<file path="config.mk">
export PLATFORM = sky130hd
export DESIGN_NAME = mgmt_serial_slave
export DESIGN_NICKNAME = d
export VERILOG_FILES = /design/src/rtl/mgmt_pkg.sv /design/src/rtl/mgmt_frame_fsm.sv /design/src/rtl/mgmt_regs.sv /design/src/rtl/mgmt_serial_slave.sv
export SDC_FILE = /design/constraint.sdc
export NUM_CORES = 1
export LEC_CHECK = 0
export BUFFER_PORTS_ARGS = -buffer_cell sky130_fd_sc_hd__buf_2
export CAP_MARGIN = 20
export CORE_ASPECT_RATIO = 0.9
export CORE_MARGIN = 4
export CORE_UTILIZATION = 63
export DETAILED_ROUTE_END_ITERATION = 8
export PLACE_DENSITY_LB_ADDON = 0.1
export SKIP_CTS_REPAIR_TIMING = 1
export SLEW_MARGIN = 5
export SYNTH_ARGS = -nofsm -noshare
export SYNTH_HDL_FRONTEND = slang
export SYNTH_HIERARCHICAL = 1
export SYNTH_SLANG_ARGS = --single-unit
</file>
<file path="constraint.sdc">
create_clock -name mdc -period 2.6 [get_ports mdc]
set_clock_uncertainty 0.05 [all_clocks]
set_input_delay 0.13 -clock mdc [delete_from_list [all_inputs] [get_ports mdc]]
set_output_delay 0.13 -clock mdc [all_outputs]
set_load 0.02 [all_outputs]
</file>
<file path="src/rtl/mgmt_pkg.sv">
package mgmt_pkg;
    typedef enum logic [2:0] {
        ST_HUNT,
        ST_SFD,
        ST_HDR,
        ST_TA,
        ST_DATA,
        ST_SKIP
    } mgmt_state_e;

    localparam logic [1:0] OP_RD = 2'b10;
    localparam logic [1:0] OP_WR = 2'b01;
    localparam int         OP_W  = 2;
    localparam int         TA_W  = 2;
endpackage

</file>
<file path="src/rtl/mgmt_frame_fsm.sv">
module mgmt_frame_fsm
    import mgmt_pkg::*;
#(
    parameter int DATA_W  = 16,
    parameter int ADDR_W  = 5,
    parameter int PRE_LEN = 32
) (
    input  logic              clk,
    input  logic              rst_n,
    input  logic              mdio_i,
    input  logic [ADDR_W-1:0] phy_addr,
    input  logic              sup_en,
    input  logic [DATA_W-1:0] rdata,
    output logic [ADDR_W-1:0] reg_addr,
    output logic              wr_en,
    output logic [DATA_W-1:0] wr_data,
    output logic              mdio_o,
    output logic              mdio_oe
);
    localparam int HDR_W    = OP_W + 2 * ADDR_W;
    localparam int SKIP_LEN = TA_W + DATA_W;
    localparam int MAX_CNT  = (SKIP_LEN > HDR_W) ? SKIP_LEN : HDR_W;
    localparam int CNT_W    = $clog2(MAX_CNT);
    localparam int ONES_W   = $clog2(PRE_LEN + 1);

    typedef struct packed {
        mgmt_state_e       state;
        logic [ONES_W-1:0] ones;
        logic [CNT_W-1:0]  cnt;
        logic [HDR_W-1:0]  hdr;
        logic [DATA_W-1:0] sh;
        logic [ADDR_W-1:0] regad;
        logic              rd;
        logic              oe;
        logic              dout;
    } fsm_t;

    fsm_t fsm_d, fsm_q;
    logic [HDR_W-1:0]  hdr_next;
    logic [OP_W-1:0]   op_dec;
    logic [ADDR_W-1:0] pa_dec;
    logic [ADDR_W-1:0] ra_dec;

    always_comb begin
        fsm_d    = fsm_q;
        wr_en    = 1'b0;
        hdr_next = {fsm_q.hdr[HDR_W-2:0], mdio_i};
        op_dec   = hdr_next[HDR_W-1 -: OP_W];
        pa_dec   = hdr_next[2*ADDR_W-1 -: ADDR_W];
        ra_dec   = hdr_next[ADDR_W-1:0];
        wr_data  = {fsm_q.sh[DATA_W-2:0], mdio_i};
        case (fsm_q.state)
            ST_HUNT: begin
                if (mdio_i) begin
                    if (fsm_q.ones != ONES_W'(PRE_LEN)) fsm_d.ones = fsm_q.ones + 1'b1;
                end else begin
                    if (sup_en || fsm_q.ones == ONES_W'(PRE_LEN)) fsm_d.state = ST_SFD;
                    fsm_d.ones = '0;
                end
            end
            ST_SFD: begin
                fsm_d.cnt   = '0;
                fsm_d.state = mdio_i ? ST_HDR : ST_HUNT;
            end
            ST_HDR: begin
                fsm_d.hdr = hdr_next;
                if (fsm_q.cnt == CNT_W'(HDR_W - 1)) begin
                    fsm_d.cnt   = '0;
                    fsm_d.regad = ra_dec;
                    fsm_d.rd    = (op_dec == OP_RD);
                    if ((op_dec == OP_RD || op_dec == OP_WR) && pa_dec == phy_addr)
                        fsm_d.state = ST_TA;
                    else
                        fsm_d.state = ST_SKIP;
                end else begin
                    fsm_d.cnt = fsm_q.cnt + 1'b1;
                end
            end
            ST_TA: begin
                if (fsm_q.cnt == '0) begin
                    fsm_d.cnt = CNT_W'(1);
                    if (fsm_q.rd) begin
                        fsm_d.oe   = 1'b1;
                        fsm_d.dout = 1'b0;
                        fsm_d.sh   = rdata;
                    end
                end else begin
                    fsm_d.cnt   = '0;
                    fsm_d.state = ST_DATA;
                    if (fsm_q.rd) begin
                        fsm_d.dout = fsm_q.sh[DATA_W-1];
                        fsm_d.sh   = {fsm_q.sh[DATA_W-2:0], 1'b0};
                    end
                end
            end
            ST_DATA: begin
                if (fsm_q.rd) begin
                    if (fsm_q.cnt == CNT_W'(DATA_W - 1)) begin
                        fsm_d.oe    = 1'b0;
                        fsm_d.dout  = 1'b0;
                        fsm_d.state = ST_HUNT;
                        fsm_d.cnt   = '0;
                    end else begin
                        fsm_d.dout = fsm_q.sh[DATA_W-1];
                        fsm_d.sh   = {fsm_q.sh[DATA_W-2:0], 1'b0};
                        fsm_d.cnt  = fsm_q.cnt + 1'b1;
                    end
                end else begin
                    fsm_d.sh = wr_data;
                    if (fsm_q.cnt == CNT_W'(DATA_W - 1)) begin
                        wr_en       = 1'b1;
                        fsm_d.state = ST_HUNT;
                        fsm_d.cnt   = '0;
                    end else begin
                        fsm_d.cnt = fsm_q.cnt + 1'b1;
                    end
                end
            end
            ST_SKIP: begin
                if (fsm_q.cnt == CNT_W'(SKIP_LEN - 1)) begin
                    fsm_d.state = ST_HUNT;
                    fsm_d.cnt   = '0;
                end else begin
                    fsm_d.cnt = fsm_q.cnt + 1'b1;
                end
            end
            default: fsm_d.state = ST_HUNT;
        endcase
    end

    always_ff @(posedge clk or negedge rst_n) begin
        if (!rst_n) begin
            fsm_q       <= '0;
            fsm_q.state <= ST_HUNT;
        end else begin
            fsm_q <= fsm_d;
        end
    end

    assign reg_addr = fsm_q.regad;
    assign mdio_o   = fsm_q.dout;
    assign mdio_oe  = fsm_q.oe;

    // drive only inside the answer phase of a read
    a_r11_drive_only_read: assert property (@(posedge clk) disable iff (!rst_n)
        mdio_oe |-> (fsm_q.rd && (fsm_q.state == ST_TA || fsm_q.state == ST_DATA)));

    // first driven bit of a read is the turnaround zero
    a_r6_ta_zero: assert property (@(posedge clk) disable iff (!rst_n)
        $rose(mdio_oe) |-> !mdio_o);

    // release coincides with the return to hunting
    a_r6_release_idle: assert property (@(posedge clk) disable iff (!rst_n)
        $fell(mdio_oe) |-> fsm_q.state == ST_HUNT);

    // counted-out frames stay silent
    a_r4_skip_silent: assert property (@(posedge clk) disable iff (!rst_n)
        (fsm_q.state == ST_SKIP) |-> !mdio_oe);
endmodule

</file>
<file path="src/rtl/mgmt_regs.sv">
module mgmt_regs #(
    parameter int              DATA_W     = 16,
    parameter int              ADDR_W     = 5,
    parameter int              ADDR_CTRL  = 0,
    parameter int              ADDR_STAT  = 1,
    parameter int              ADDR_EXT   = 16,
    parameter int              ADDR_SCR   = 17,
    parameter logic [DATA_W-1:0] CTRL_RST   = 16'h1000,
    parameter logic [DATA_W-1:0] STAT_FIXED = 16'h7809,
    parameter int              SUP_BIT    = 6,
    parameter int              OVR_BIT    = 15
) (
    input  logic              clk,
    input  logic              rst_n,
    input  logic [ADDR_W-1:0] addr,
    input  logic              wr_en,
    input  logic [DATA_W-1:0] wr_data,
    output logic [DATA_W-1:0] rdata,
    output logic              sup_en
);
    typedef struct packed {
        logic [DATA_W-1:0] ctrl;
        logic [DATA_W-1:0] ext;
        logic [DATA_W-1:0] scr;
        logic              sup;
    } regs_t;

    regs_t regs_d, regs_q;
    logic  is_ctrl, is_stat, is_ext, is_scr, is_impl;
    logic [DATA_W-1:0] stat_word;

    always_comb begin
        is_ctrl = (addr == ADDR_W'(ADDR_CTRL));
        is_stat = (addr == ADDR_W'(ADDR_STAT));
        is_ext  = (addr == ADDR_W'(ADDR_EXT));
        is_scr  = (addr == ADDR_W'(ADDR_SCR));
        is_impl = is_ctrl || is_stat || is_ext || is_scr;

        stat_word          = STAT_FIXED;
        stat_word[SUP_BIT] = regs_q.sup;

        regs_d = regs_q;
        if (wr_en) begin
            if (is_ctrl) regs_d.ctrl = wr_data;
            if (is_ext)  regs_d.ext  = wr_data;
            if (is_scr)  regs_d.scr  = wr_data;
            if (is_stat && regs_q.ext[OVR_BIT]) regs_d.sup = wr_data[SUP_BIT];
        end

        if (is_ctrl)      rdata = regs_q.ctrl;
        else if (is_stat) rdata = stat_word;
        else if (is_ext)  rdata = regs_q.ext;
        else if (is_scr)  rdata = regs_q.scr;
        else              rdata = '0;
    end

    always_ff @(posedge clk or negedge rst_n) begin
        if (!rst_n) begin
            regs_q      <= '0;
            regs_q.ctrl <= CTRL_RST;
        end else begin
            regs_q <= regs_d;
        end
    end

    assign sup_en = regs_q.sup;

    // the skip enable can only turn on while the override is set
    a_r8_sup_needs_override: assert property (@(posedge clk) disable iff (!rst_n)
        $rose(regs_q.sup) |-> $past(regs_q.ext[OVR_BIT]));

    // writes to unimplemented addresses leave every register unchanged
    a_r10_unimpl_discard: assert property (@(posedge clk) disable iff (!rst_n)
        (wr_en && !is_impl) |=> $stable(regs_q));
endmodule

</file>
<file path="src/rtl/mgmt_serial_slave.sv">
module mgmt_serial_slave #(
    parameter int DATA_W  = 16,
    parameter int ADDR_W  = 5,
    parameter int PRE_LEN = 32
) (
    input  logic              mdc,
    input  logic              rst_n,
    input  logic [ADDR_W-1:0] phy_addr,
    input  logic              mdio_i,
    output logic              mdio_o,
    output logic              mdio_oe
);
    logic [ADDR_W-1:0] reg_addr;
    logic              wr_en;
    logic [DATA_W-1:0] wr_data;
    logic [DATA_W-1:0] rdata;
    logic              sup_en;

    mgmt_frame_fsm #(
        .DATA_W (DATA_W),
        .ADDR_W (ADDR_W),
        .PRE_LEN(PRE_LEN)
    ) u_fsm (
        .clk     (mdc),
        .rst_n   (rst_n),
        .mdio_i  (mdio_i),
        .phy_addr(phy_addr),
        .sup_en  (sup_en),
        .rdata   (rdata),
        .reg_addr(reg_addr),
        .wr_en   (wr_en),
        .wr_data (wr_data),
        .mdio_o  (mdio_o),
        .mdio_oe (mdio_oe)
    );

    mgmt_regs #(
        .DATA_W(DATA_W),
        .ADDR_W(ADDR_W)
    ) u_regs (
        .clk    (mdc),
        .rst_n  (rst_n),
        .addr   (reg_addr),
        .wr_en  (wr_en),
        .wr_data(wr_data),
        .rdata  (rdata),
        .sup_en (sup_en)
    );
endmodule

</file>
==> results.md <==
* Status: finished clean
* Hold slack at about 0.11 ns
* Endpoint, Worst Hold: u_fsm/fsm_q[42]
* Max-cap violations at 0
* Crit path capture type: flop
* Top FF cell, synth: dfrtp_1
* R2r endpoint: u_regs/regs_q[4]
* 1st-pass router iterations at 4
* Hold wc startpoint: mdio_i
* Critical-path maximum fanout at 16
* Slowest Stage Delay on Critical Path at ~0.41 ns
* Synth Cell Area at approximately 5200 sq um
* Final HPWL DP at 6.49 mm
* Die area at 9780 sq um
* Critical setup path kind: reg2reg
* Most common cell after layout, fill and taps aside: dfrtp_1
* DRT antenna net count at 0
* Layout Utilization at 67.6%
* Pwr/cell area at 560 nW/um^2
* Worst EP required at between 2 and 3 ns
* Synth Register Bits at 98
* Gr ovfl total at 0
* Final setup fails at 0
* I/O pin cnt at 10
* H-tree levels at 3
* Sequential share of the synthesized area at 47.1%
* Longest Clk Path Bufs at 2
* Worst-path cell chain: ha_1 > nand3_1 > inv_1 > ha_1 > and3_2 > and4_1 > buf_12 > mux2_2
* Synth top area share at around 47%
* Post-synth ARST share at 100%
* Worst Setup Start Kind: flop
* TritonCTS clock tree: built
* Most frequent cells in the layout: 97 x dfrtp_1, 46 x mux2_2, 32 x nand2_1
* Global-route usage over all layers at 21.5%
* Mapped Cells at 447
* CP most frequent cell: ha_1
* CTS buffer count at 9
* Buffer and inverter count on the worst path at 2
* Maximum clock frequency at 421 MHz
* FP Rows at 31
* Leak at 0.00260 uW
* First-pass GRT wire length at 16.7 mm
* Top cells by area, synth: dfrtp_1 47%, mux2_2 10%, mux2i_1 4.2%
* Clk sinks at 98
* Core area at between 8000 and 9000 sq um
* # port buffers at 9
* DRT iter0 DRCs at 178
* Clock Latency Late Sink at 0.36 ns
* Fin. max-slew vios at 0
* Headroom to the max-slew limit at around 50%
* Initial antenna violation count at 0
* Die Ht at 94.2 um
* Placer Congestion at ~0.89
* Vias in the first global route at 3362
* Post-synth cell types at 64
* WP data arrival at between 2 and 3 ns
* Fin nets at between 400 and 500
* Hold Crit Class: in2reg
* Worst slew pin tran at 0.749 ns
* Final WS setup at roughly 0.22 ns
* Tmin final at 2.38 ns
* Syn Area/Cell at roughly 12 sq um
* Clk slew on worst S/H paths at approximately 0.090 ns
* Crit share post-route at 91.4%
* Largest net degree at the start of global routing at 53
* Worst Reg2Reg Path Length in Cells at 8
* Initial Util at 64.8%
* Total power at 3040 uW
* Antenna diodes at 0
* Number of synthesis warnings at 6
* Hold Fails Final Rpt at 0
* RSZ-0062 raised after global routing: false
* CTS root buffer: clkbuf_8
* EDFF count, synth at 0
* DR vias/cell at 6.07
* Slowest stage cell, crit path: dfrtp_1
* Total number of vias at between 3000 and 4000
* Die X at 104 um
* Share of post-route cells with drive strength above 1 at 25.2%
* Setup TNS at 0 ns
* Worst vdd ir at 377 uV
* Final wirelength at 9.66 mm
* R2R setup slack at 0.22 ns
* Synthesis-to-finish area growth at 4.28%
* Worst R2R Start: u_fsm/fsm_q[36]
* CP delay by family, top: simple AND/OR/NAND/NOR gates
* Syn Nets at 466
* Average wire per standard cell at 17.9 um
* Area leader, netlist: dfrtp_1
* Dpl ws at ~0.20 ns
* Hold path depth at 2
* Remaining DRCs at 0
## worst max path at each step
| stage | from | end | slack, ns | cells after the start |
|---|---|---|---|---|
| after floorplan | u_fsm/fsm_q[36] | u_regs/regs_q[10] | 0.41 | 9 |
| after global routing | u_fsm/fsm_q[36] | u_regs/regs_q[1] | 0.08 | 8 |
| final | u_fsm/fsm_q[36] | u_regs/regs_q[4] | 0.22 | 8 |
| after global placement | u_fsm/fsm_q[36] | u_regs/regs_q[4] | 0.29 | 8 |
| after detailed placement | u_fsm/fsm_q[36] | u_regs/regs_q[29] | 0.20 | 7 |
| after CTS | u_fsm/fsm_q[36] | u_regs/regs_q[29] | 0.16 | 7 |
## area by class of cell
| cell class | instances | area [sq um] |
|---|---|---|
| Fill cell | 604 | 2600 |
| Sequential cell | 98 | 2450 |
| Multi-Input combinational cell | 290 | 2380 |
| Timing Repair Buffer | 21 | 178 |
| Clock buffer | 9 | 124 |
| Tap cell | 99 | 124 |
| Clock inverter | 5 | 104 |
| Inverter | 17 | 63.8 |
## layer usage
layer,up-vias,GRT usage [%],wire length (um)
met3,12,5.02,356
li1,1558,-,-
met2,59,34.6,4490
met4,0,6.20,131
met1,1645,29.5,4680
met5,-,0,0
## metrics by stage
stage,area [sq um],std cells
after floorplan,5200,447
final,5430,539
after global routing,5430,539
after CTS,5400,537
after global placement,5170,523
after detailed placement,5170,523
## state kept, by name, summed over array words and instances, names as in the netlist
| signal | cells |
|---|---|
| u_regs/regs_q | 48 |
| u_fsm/mdio_oe | 1 |
| u_fsm/fsm_q | 27 |
| u_fsm/mdio_o | 1 |
| u_fsm/reg_addr | 5 |
| u_fsm/wr_data | 15 |
| u_regs/sup_en | 1 |
## report_power, final
part / internal [uW] / leakage, uW / total (uW) / switching (uW)
clock: 630 / 0.000116 / 1140 / 507
sequential: 1560 / 0.00135 / 1600 / 38.9
combinational: 126 / 0.00114 / 302 / 175
## logic make-up (layout without fill, tap and decap cells)
logic type,Yosys count,count (layout),share of synthesized area [%]
buffers and inverters,59,52,7.28
multiplexers,96,96,21.2
adder cells (fa/ha/maj),11,11,2.64
flip-flops,98,98,47.1
XOR/XNOR,5,5,0.841
AO/OA/AOI/OAI,73,73,9.54
AND/OR/NAND/NOR,105,105,11.4
## cell usage after synthesis (2+ instances only)
cell type	number
ha_1	11
mux2i_1	22
or4_1	2
clkbuf_1	7
nor2_1	28
nor3_1	6
o211ai_1	2
and4bb_2	2
o31ai_1	3
or3_1	2
nor2b_1	2
mux2_1	17
nand4b_4	2
o21ai_0	12
inv_1	17
buf_2	5
nand2b_1	2
o22ai_1	4
mux2_4	10
dfrtp_1	97
a211oi_1	5
nand3_1	5
a22o_1	2
xor2_1	5
a22oi_1	10
a31oi_1	2
a21oi_1	4
nor2_2	2
o21ai_1	17
mux2_2	46
and4_1	2
buf_4	23
and2_1	2
and3_1	3
buf_6	5
nand2_1	32
or3b_1	2
Power figures use the tool's default switching activity.
